## src/rtl/txn_phase_seq.sv

```systemverilog
module txn_phase_seq #(
  parameter int AW = 32,
  parameter int LW = 8,
  parameter int MAX_BYTES = 64,
  localparam int DLW = $clog2(MAX_BYTES + 1)
) (
  input  logic          clk,
  input  logic          rst_n,
  input  logic          lreq_valid,
  input  logic          lreq_write,
  input  logic [AW-1:0] lreq_addr,
  input  logic [LW-1:0] lreq_len,
  output logic          lreq_grant,
  output logic          lreq_reject,
  output logic [AW:0]   req_pkt_a,
  output logic [LW-1:0] req_pkt_b,
  output logic [1:0]    req_stb,
  input  logic          snp_hit,
  input  logic          snp_stall,
  input  logic          rsp_valid,
  input  logic [2:0]    rsp_code,
  output logic          dp_start,
  output logic [DLW-1:0] dp_len,
  output logic          dp_write,
  input  logic          dp_done,
  output logic          done,
  output logic          done_err,
  output logic          done_hit,
  output logic          mce
);

  localparam logic [2:0] CODE_RETRY = 3'b001;
  localparam logic [2:0] CODE_ERR   = 3'b010;

  typedef enum logic [2:0] {
    S_IDLE, S_REQ, S_SNP, S_RSP, S_DGO, S_DWT, S_FIN
  } phase_t;

  phase_t        st;
  logic          w_q, hit_q, err_q;
  logic [AW-1:0] a_q;
  logic [LW-1:0] l_q;
  logic          too_big;

  assign too_big     = lreq_len > LW'(MAX_BYTES);
  assign lreq_grant  = (st == S_IDLE) && lreq_valid && !too_big;
  assign lreq_reject = (st == S_IDLE) && lreq_valid && too_big;

  assign req_stb   = {2{st == S_REQ}};
  assign req_pkt_a = (st == S_REQ) ? {w_q, a_q} : '0;
  assign req_pkt_b = (st == S_REQ) ? l_q : '0;

  assign dp_start = (st == S_DGO);
  assign dp_len   = dp_start ? DLW'(l_q) : '0;
  assign dp_write = dp_start & w_q;

  assign done     = (st == S_FIN);
  assign done_err = done & err_q;
  assign done_hit = done & hit_q;
  assign mce      = done & err_q;

  always_ff @(posedge clk) begin
    if (!rst_n) begin
      st    <= S_IDLE;
      w_q   <= 1'b0;
      a_q   <= '0;
      l_q   <= '0;
      hit_q <= 1'b0;
      err_q <= 1'b0;
    end else begin
      case (st)
        S_IDLE: if (lreq_grant) begin
          w_q   <= lreq_write;
          a_q   <= lreq_addr;
          l_q   <= lreq_len;
          hit_q <= 1'b0;
          err_q <= 1'b0;
          st    <= S_REQ;
        end
        S_REQ: st <= S_SNP;
        S_SNP: if (!snp_stall) begin
          hit_q <= snp_hit;
          st    <= S_RSP;
        end
        S_RSP: if (rsp_valid) begin
          if (rsp_code == CODE_RETRY)    st <= S_REQ;
          else if (rsp_code == CODE_ERR) begin
            err_q <= 1'b1;
            st    <= S_FIN;
          end
          else if (l_q == '0)            st <= S_FIN;
          else                           st <= S_DGO;
        end
        S_DGO: st <= S_DWT;
        S_DWT: if (dp_done) st <= S_FIN;
        S_FIN: st <= S_IDLE;
        default: st <= S_IDLE;
      endcase
    end
  end


  grant_strobe_chk: assert property (@(posedge clk) disable iff (!rst_n)
    lreq_grant |=> (req_stb == 2'b11));


  reject_idle_chk: assert property (@(posedge clk) disable iff (!rst_n)
    lreq_reject |=> (req_stb == 2'b00));


  strobe_single_chk: assert property (@(posedge clk) disable iff (!rst_n)
    req_stb[0] |=> !req_stb[0]);


  mce_cause_chk: assert property (@(posedge clk) disable iff (!rst_n)
    mce |-> ($past(rsp_valid) && $past(rsp_code) == CODE_ERR));


  start_single_chk: assert property (@(posedge clk) disable iff (!rst_n)
    dp_start |=> (!dp_start && !done));


  done_pulse_chk: assert property (@(posedge clk) disable iff (!rst_n)
    done |=> (!done && !mce));

endmodule

```

## config.mk

```make
export PLATFORM = sky130hd
export DESIGN_NAME = txn_phase_seq
export DESIGN_NICKNAME = d
export VERILOG_FILES = /design/src/rtl/txn_phase_seq.sv
export SDC_FILE = /design/constraint.sdc
export NUM_CORES = 1
export LEC_CHECK = 0
export BUFFER_PORTS_ARGS = -buffer_cell sky130_fd_sc_hd__buf_2
export CORE_ASPECT_RATIO = 0.7
export CORE_MARGIN = 3
export CORE_UTILIZATION = 47
export CTS_CLUSTER_SIZE = 10
export DETAILED_ROUTE_END_ITERATION = 7
export GPL_TIMING_DRIVEN = 0
export MAX_ROUTING_LAYER = met4
export PLACE_DENSITY = 0.8
export SYNTH_ARGS = -nofsm -noshare
export SYNTH_HDL_FRONTEND = slang
export SYNTH_SLANG_ARGS = --single-unit
export TNS_END_PERCENT = 30
```

## constraint.sdc

```tcl
create_clock -name clk -period 1.9 [get_ports clk]
set_input_delay 0.38 -clock clk [delete_from_list [all_inputs] [get_ports clk]]
set_output_delay 0.38 -clock clk [all_outputs]
set_load 0.02 [all_outputs]
```

# Yosys cells after proc, flatten, opt, wreduce, memory -nomap -nowiden
# Cells that the tools add are included.
# totals
register_bits	46
in_bits	51
out_inout_bits	58
wordCells	54
# op_classes
magnitude_cmp	1
eq_ne	14
n_mux	18
n_bitwise	3
n_reduce_logical	12
# ops
op	n
33-bit two-way mux	1
3-bit case mux with 6 select lines	1
3-bit two-way mux	5
2-bit != test, second input constant	6
3-bit by 2-bit equality test with 1-bit output, second input constant	3
3-bit equality test, second input constant	3
8-bit by 7-bit greater-than comparator with 1-bit output, second input constant	1
8-bit zero test	1
8-bit two-way mux	1
7-bit two-way mux	1
3-bit by 1-bit equality test with 1-bit output, second input constant	2
1-bit two-way mux	5
5-bit AND reduction	1
2-bit two-way mux	2
1-bit case mux with 2 select lines	2
4-bit AND reduction	1
2-bit nonzero test	2
1-bit AND	3
1-bit logical AND	3
3-bit zero test	1
3-bit AND reduction	1
2-bit AND reduction	1
1-bit zero test	1

# Longest topological paths before layout
# Gate-level depths: netlist of run 1.
# depth
depth_word	6
ltp_mapped	6
mapped_depth_nobuf	4

# Worst setup path before layout of run 1
# Ideal clock, no wire load.
# synth_timing
kind	flip-flop to output port
from	register st[2]
to	output port mce
t_arrival_ps	1581
required_time_ps	1520
setup_slack_ps	-61
stages_incl_launch_ff	6
path_buffers	2
cell_sequence	dfxtp_1 -> buf_2 -> inv_1 -> nor3_1 -> and2_1 -> buf_4
# synth_between
elab_chain_cells	2
# synth_rtl
item	line_no	text
start, declared	39	phase_t st;
start signal, assigned	64	st <= S_IDLE;
start signal, assigned	78	st <= S_REQ;
start signal, assigned	80	S_REQ: st <= S_SNP;
3-bit equality test	57	assign done = (st == S_FIN);
via done	26	output logic done,
1-bit AND	--	
end, declared	29	output logic mce
# The timed path passes the listed nets, and every way through them passes these cells.

# Worst setup path in the final report of run 1
# layout_timing
from	register st[0]
to	output port req_pkt_a[17]
# layout_between
elab_chain_cells	2
# layout_rtl
item	line_no	text
3-bit by 1-bit equality test with 1-bit output	50	assign req_pkt_a = (st == S_REQ) ? {w_q, a_q} : '0;
33-bit two-way mux	50	
end, declared	15	output logic [AW:0] req_pkt_a,
# No other way between the ends.

==> results.json, run 1 <==
{
  "cts_made_buffers": 5,
  "r2r-end": "a_q[30]",
  "holdPathEnd": "a_q[23]",
  "ant_nets": 0,
  "whs_ps": 316,
  "rsz0062_at_grt": "yes",
  "post-route-period-util": 1.00,
  "cts.clk_slew.worst_paths_ps": 90,
  "hold_viol": 0,
  "die_w_um": 91.0,
  "cts_max_level": 2,
  "final_common_cell": "nand2_1",
  "skew_ps": 8.78,
  "clock_sinks": 46,
  "critPathArrivalTime_ps": 1520,
  "synthToLayoutAreaGrowth_pct": 43.5,
  "reg2regPathDepth": 7,
  "gp_congestion": 0.848,
  "synth.area.top_cells": "dfxtp_1 (39%), mux2i_1 (17%), nand2_1 (13%), and2_1 (13%), buf_6 (1.9%)",
  "ys_seq_area_frac": 0.388,
  "post_dp_cell_area_mm2": 0.00299,
  "port_buffers": 107,
  "r2r-start": "st[0]",
  "n_fill_cell": 399,
  "ys_warn_count": 0,
  "num_rows": 20,
  "wl_um": 6730,
  "clock_latency_ps": 300,
  "dpl.hpwl_um": 4790,
  "grt_max_degree": 14,
  "drtIter0Drc": 146,
  "start_util": 0.516,
  "layout_common_cells": "nand2_1 (85), buf_2 (82), and2_1 (48), dfxtp_1 (45), mux2i_1 (40)",
  "finalSetupViolCount": 1,
  "violations": "setup timing",
  "grt_pass1_wl_um": 10700,
  "antenna_found_initial": 0,
  "avgSynthCellArea_um2": 8.27,
  "end_kind": "output pin",
  "p_per_area_mw_per_mm2": 660,
  "grt_pass1_vias": 2334,
  "ys_seq_elements": 46,
  "layout.nets": 465,
  "die-height_um": 65.5,
  "via_per_inst": 5.02,
  "power.total_mw": 2.25,
  "syn-num-nets": 338,
  "path_max_fanout": 7,
  "clockBufferDepth": 2,
  "cts_tree": "built",
  "whs_path_depth": 3,
  "drive_gt1_frac": 0.382,
  "crit_path_start_kind": "flip-flop",
  "rrSetupSlack_ps": 380,
  "synth_edf_count": 0,
  "synth_top_area_share": 0.388,
  "regArea_um2": 925,
  "path_class": "flip-flop to output pin",
  "dieArea_mm2": 0.00596,
  "status": "complete, but fails checks",
  "drc": 0,
  "num_vias": 2408,
  "p_leak_nw": 1.59,
  "layout_setup_ws_ps": -3.53,
  "multi_input_area_mm2": 0.00136,
  "grt.total_usage": 0.227,
  "hold_start": "lreq_addr[23]",
  "overflow": 0,
  "synth_top_flop_cell": "dfxtp_1",
  "synth_cells": 287,
  "core_area_mm2": 0.00460,
  "worst_pin_slew_ps": 508,
  "cts_root_buf": "clkbuf_8",
  "post_drt_wl_per_cell_um": 14.0,
  "synth_cell_types": 40,
  "synthesis.area_mm2": 0.00237,
  "hp-class": "input pin to flip-flop",
  "slew_headroom": 0.661,
  "fin_crit_ps": 1900,
  "diodes": 0,
  "io_pins": 109,
  "slew_viol_final": 0,
  "timing.fmax_mhz": 525,
  "final_area_mm2": 0.00341,
  "ir_worst_vdd_mv": 0.395,
  "drt-pass1-iter-count": 4,
  "worstPathRequired_ps": 1520,
  "drv_cap": 0,
  "yosys.area.top_type": "dfxtp_1",
  "ys_async_sr_fraction": 0
}
critical path: stages (launching register included):
cell,delay [ps]
dfxtp_1,350
buf_6,140
and3_4,290
clkbuf_16,170
and2_1,150
buf_6,120
through the flow:
stage | setup slack [ps] | std cells | TNS (ps) | util
2_1_floorplan | -60.7 | 287 | -484 | -
3_3_place_gp | -199 | 460 | -914 | 0.650
3_5_place_dp | -203 | 460 | -981 | 0.650
4_1_cts | 8.40 | 469 | 0 | 0.703
5_1_grt | -37.9 | 480 | -712 | 0.740
6_report | -3.53 | 480 | -3.53 | 0.740
area by class of cell:
| cell class | instances | share of cell area |
|---|---|---|
| repair buffers | 121 | 0.216 |
| clock buffers | 6 | 0.0242 |
| multi-input cells | 215 | 0.398 |
| clock inverters | 1 | 0.00881 |
| flip-flops and latches | 46 | 0.271 |
| inverters | 3 | 0.00477 |
| well taps | 66 | 0.0242 |
| plain buffers | 22 | 0.0525 |
cells by family (layout without fill, tap and decap cells):
logic type / count (synthesis) / count (layout) / share of synthesized area
flops: 46 / 46 / 0.388
compound gates: 15 / 15 / 0.0490
mux: 40 / 40 / 0.169
buf+inv: 26 / 153 / 0.0590
simple gates: 160 / 160 / 0.336
repair_timing:
action	CTS	global route
endpoints found under the setup margin	52	50
hold buffers	0	0
cloned	0	1
resized for setup	38	29
buffers inserted	2	11
pin swaps	1	1
worst max-delay path by stage:
stage | from | to | slack (ps) | cells after the start
after floorplan | st[2] | mce | -60 | 5
after global placement | lreq_len[0] | lreq_grant | -200 | 6
after detailed placement | lreq_len[0] | lreq_grant | -200 | 6
after CTS | st[0] | lreq_grant | 8 | 6
after global routing | st[0] | req_pkt_a[17] | -40 | 5
final | st[0] | req_pkt_a[17] | -4 | 5
flip-flops by register name, summed over array words and instances (netlist names):
register / flops
a_q: 32
l_q: 8
st: 3
err_q: 1
hit_q: 1
w_q: 1
cells in the mapped netlist, types with 2 or more instances:
| library cell | number |
|---|---|
| a21oi_1 | 2 |
| nor2b_1 | 2 |
| nand2_1 | 85 |
| buf_2 | 4 |
| nor2_1 | 3 |
| nor3_1 | 3 |
| and2_2 | 2 |
| inv_1 | 3 |
| dfxtp_1 | 46 |
| buf_6 | 4 |
| nand3_1 | 2 |
| and2_1 | 50 |
| mux2i_1 | 40 |
| clkbuf_1 | 12 |
| buf_4 | 2 |
| nand2b_1 | 3 |
report_power, final:
group	internal, mW	switching (mW)
clock network	0.421	0.329
registers	1.01	0.0255
logic	0.228	0.239
routing by layer:
| layer | global-route usage | routed length [um] | part of all wire |
|---|---|---|---|
| met1 | 0.288 | 2970 | 0.44 |
| met2 | 0.379 | 3220 | 0.48 |
| met5 | - | 0 | 0 |
| met4 | 0.0451 | 47 | 0.0070 |
| met3 | 0.0469 | 488 | 0.073 |
Note: power is estimated with default switching activity, not from simulation.
==> run 2, diff against run 1 <==
--- a/config.mk
+++ b/config.mk
@@ -14,6 +14,7 @@
 export GPL_TIMING_DRIVEN = 0
 export MAX_ROUTING_LAYER = met4
 export PLACE_DENSITY = 0.8
+export SKIP_CTS_REPAIR_TIMING = 1
 export SYNTH_ARGS = -nofsm -noshare
 export SYNTH_HDL_FRONTEND = slang
 export SYNTH_SLANG_ARGS = --single-unit
==> constraint.sdc (replaced) <==
create_clock -name clk -period 1.9 [get_ports clk]
set_input_delay 0.38 -clock clk [delete_from_list [all_inputs] [get_ports clk]]
set_output_delay 0.38 -clock clk [all_outputs]
set_load 0.05 [all_outputs]
==> run 2 against run 1 <==
  * Critical path depth grew 1
  * Cell count grew 1.7%
  * The flow still finishes with violations (setup timing)
  * First-iteration DRC count grew 19%
  * Clock skew grew 2.2 ps
  * Largest cell class unchanged
==> results.json, run 2 (synthesis gave the netlist of run 1 again) <==
{
  "gp_congestion": 0.838,
  "grt_max_degree": 14,
  "num_rows": 20,
  "final_common_cell": "nand2_1",
  "whs_ps": 315,
  "end_kind": "output pin",
  "cts_max_level": 2,
  "io_pins": 109,
  "rsz0062_at_grt": "yes",
  "pre_cts_slack_ps": -320,
  "hold_start": "lreq_addr[26]",
  "cts.clk_slew.worst_paths_ps": 90,
  "diodes": 0,
  "cts_tree": "built",
  "largest_reg_flops": 32,
  "grt.total_usage": 0.219,
  "synthToLayoutAreaGrowth_pct": 63.0,
  "regArea_um2": 925,
  "crit_path_start_kind": "flip-flop",
  "p_seq_frac": 0.466,
  "drt-pass1-iter-count": 4,
  "timing.fmax_mhz": 516,
  "drv_cap": 0,
  "hp-class": "input pin to flip-flop",
  "clock_sinks": 46,
  "via_per_inst": 5.21,
  "layout.nets": 472,
  "multi_input_area_mm2": 0.00146,
  "skew_ps": 11.0,
  "routed.top_layer": "met4",
  "grt_pass1_wl_um": 10300,
  "top_register": "a_q",
  "fin_crit_ps": 1940,
  "final_area_mm2": 0.00387,
  "ant_nets": 0,
  "pwr-share-comb": 0.254,
  "status": "complete, but fails checks",
  "dpl.hpwl_um": 4690,
  "post_drt_wl_per_cell_um": 16.2,
  "antenna_found_initial": 0,
  "overflow": 0,
  "port_buffers": 107,
  "path_max_fanout": 6,
  "p_per_area_mw_per_mm2": 576,
  "drtIter0Drc": 174,
  "die-height_um": 65.5,
  "cts_made_buffers": 5,
  "hold_viol": 0,
  "p_sw_mw": 0.675,
  "crit_start": "st[2]",
  "worst_pin_slew_ps": 577,
  "core_area_mm2": 0.00460,
  "path_class": "flip-flop to output pin",
  "drc": 0,
  "reg_top3": "a_q (32), l_q (8), st (3)",
  "wl_met3_um": 599,
  "wl_um": 7890,
  "p_leak_nw": 1.73,
  "post_dp_cell_area_mm2": 0.00304,
  "start_util": 0.516,
  "wl_met2_um": 3880,
  "layout_setup_ws_ps": -39.3,
  "drive_gt1_frac": 0.486,
  "slew_headroom": 0.614,
  "post-route-period-util": 1.02,
  "ir_worst_vdd_mv": 0.637,
  "clock_latency_ps": 300,
  "layout_common_cells": "nand2_1 (85), buf_2 (57), dfxtp_1 (43), mux2i_1 (40), buf_8 (33)",
  "internal_power_mw": 1.55,
  "dieArea_mm2": 0.00596,
  "violations": "setup timing",
  "critPathArrivalTime_ps": 1560,
  "die_w_um": 91.0,
  "routedLengthMet1_um": 3300,
  "num_vias": 2541,
  "cts_root_buf": "clkbuf_8",
  "finalSetupViolCount": 31,
  "clockBufferDepth": 2,
  "pwr-share-clk": 0.280,
  "n_fill_cell": 277,
  "slew_viol_final": 0,
  "r2r-start": "st[0]",
  "swShare": 0.303,
  "grt_pass1_vias": 2253,
  "worstPathRequired_ps": 1520
}
==> run 2: critical path, cell delays in order (launching register included) <==
cell,delay (ps)
dfxtp_2,330
buf_6,130
inv_8,80
and3_4,280
buf_6,140
and2_4,150
buf_8,140
==> run 2: per-layer routing <==
metal | vias up | GRT usage
met1 | 1207 | 0.284
met3 | 14 | 0.0618
met4 | 0 | 0.0526
li1 | 1208 | -
met5 | - | -
met2 | 112 | 0.340
==> run 2: area by class of cell <==
type                       instances  area share
multi-input combinational        216       0.377
timing repair buffer             126       0.286
sequential                        46       0.239
buffer                            23      0.0479
clock buffer                       7      0.0223
tap                               66      0.0213
inverter                           3     0.00550
clock inverter                     1     0.00129
==> run 2: power by group through the flow <==
stage / Combinational [mW] / Clock, mW / Sequential, mW
floorplan: 0.292 / 0 / 1.05
global placement: 0.409 / 0 / 1.05
global route: 0.603 / 0.667 / 1.04
finish: 0.567 / 0.623 / 1.04
detailed placement: 0.416 / 0 / 1.05
CTS: 0.417 / 0.620 / 1.03
==> run 2: final timing paths <==
kind / to / slack (ps) / cells past startpoint
worst max-delay path: req_pkt_a[1] / -40 / 6
worst min-delay path: a_q[26] / 310 / 3
worst max register to register: a_q[18] / 350 / 7
worst min register to register: a_q[16] / 460 / 2
==> run 2: metrics by stage <==
step | cells | utilization | power [mW] | setup TNS (ps)
floorplan | 287 | - | 1.34 | -631
global placement | 460 | 0.661 | 1.46 | -6350
detailed placement | 460 | 0.661 | 1.47 | -6730
CTS | 468 | 0.681 | 2.07 | -23230
global route | 488 | 0.840 | 2.31 | -2410
finish | 488 | 0.840 | 2.23 | -755
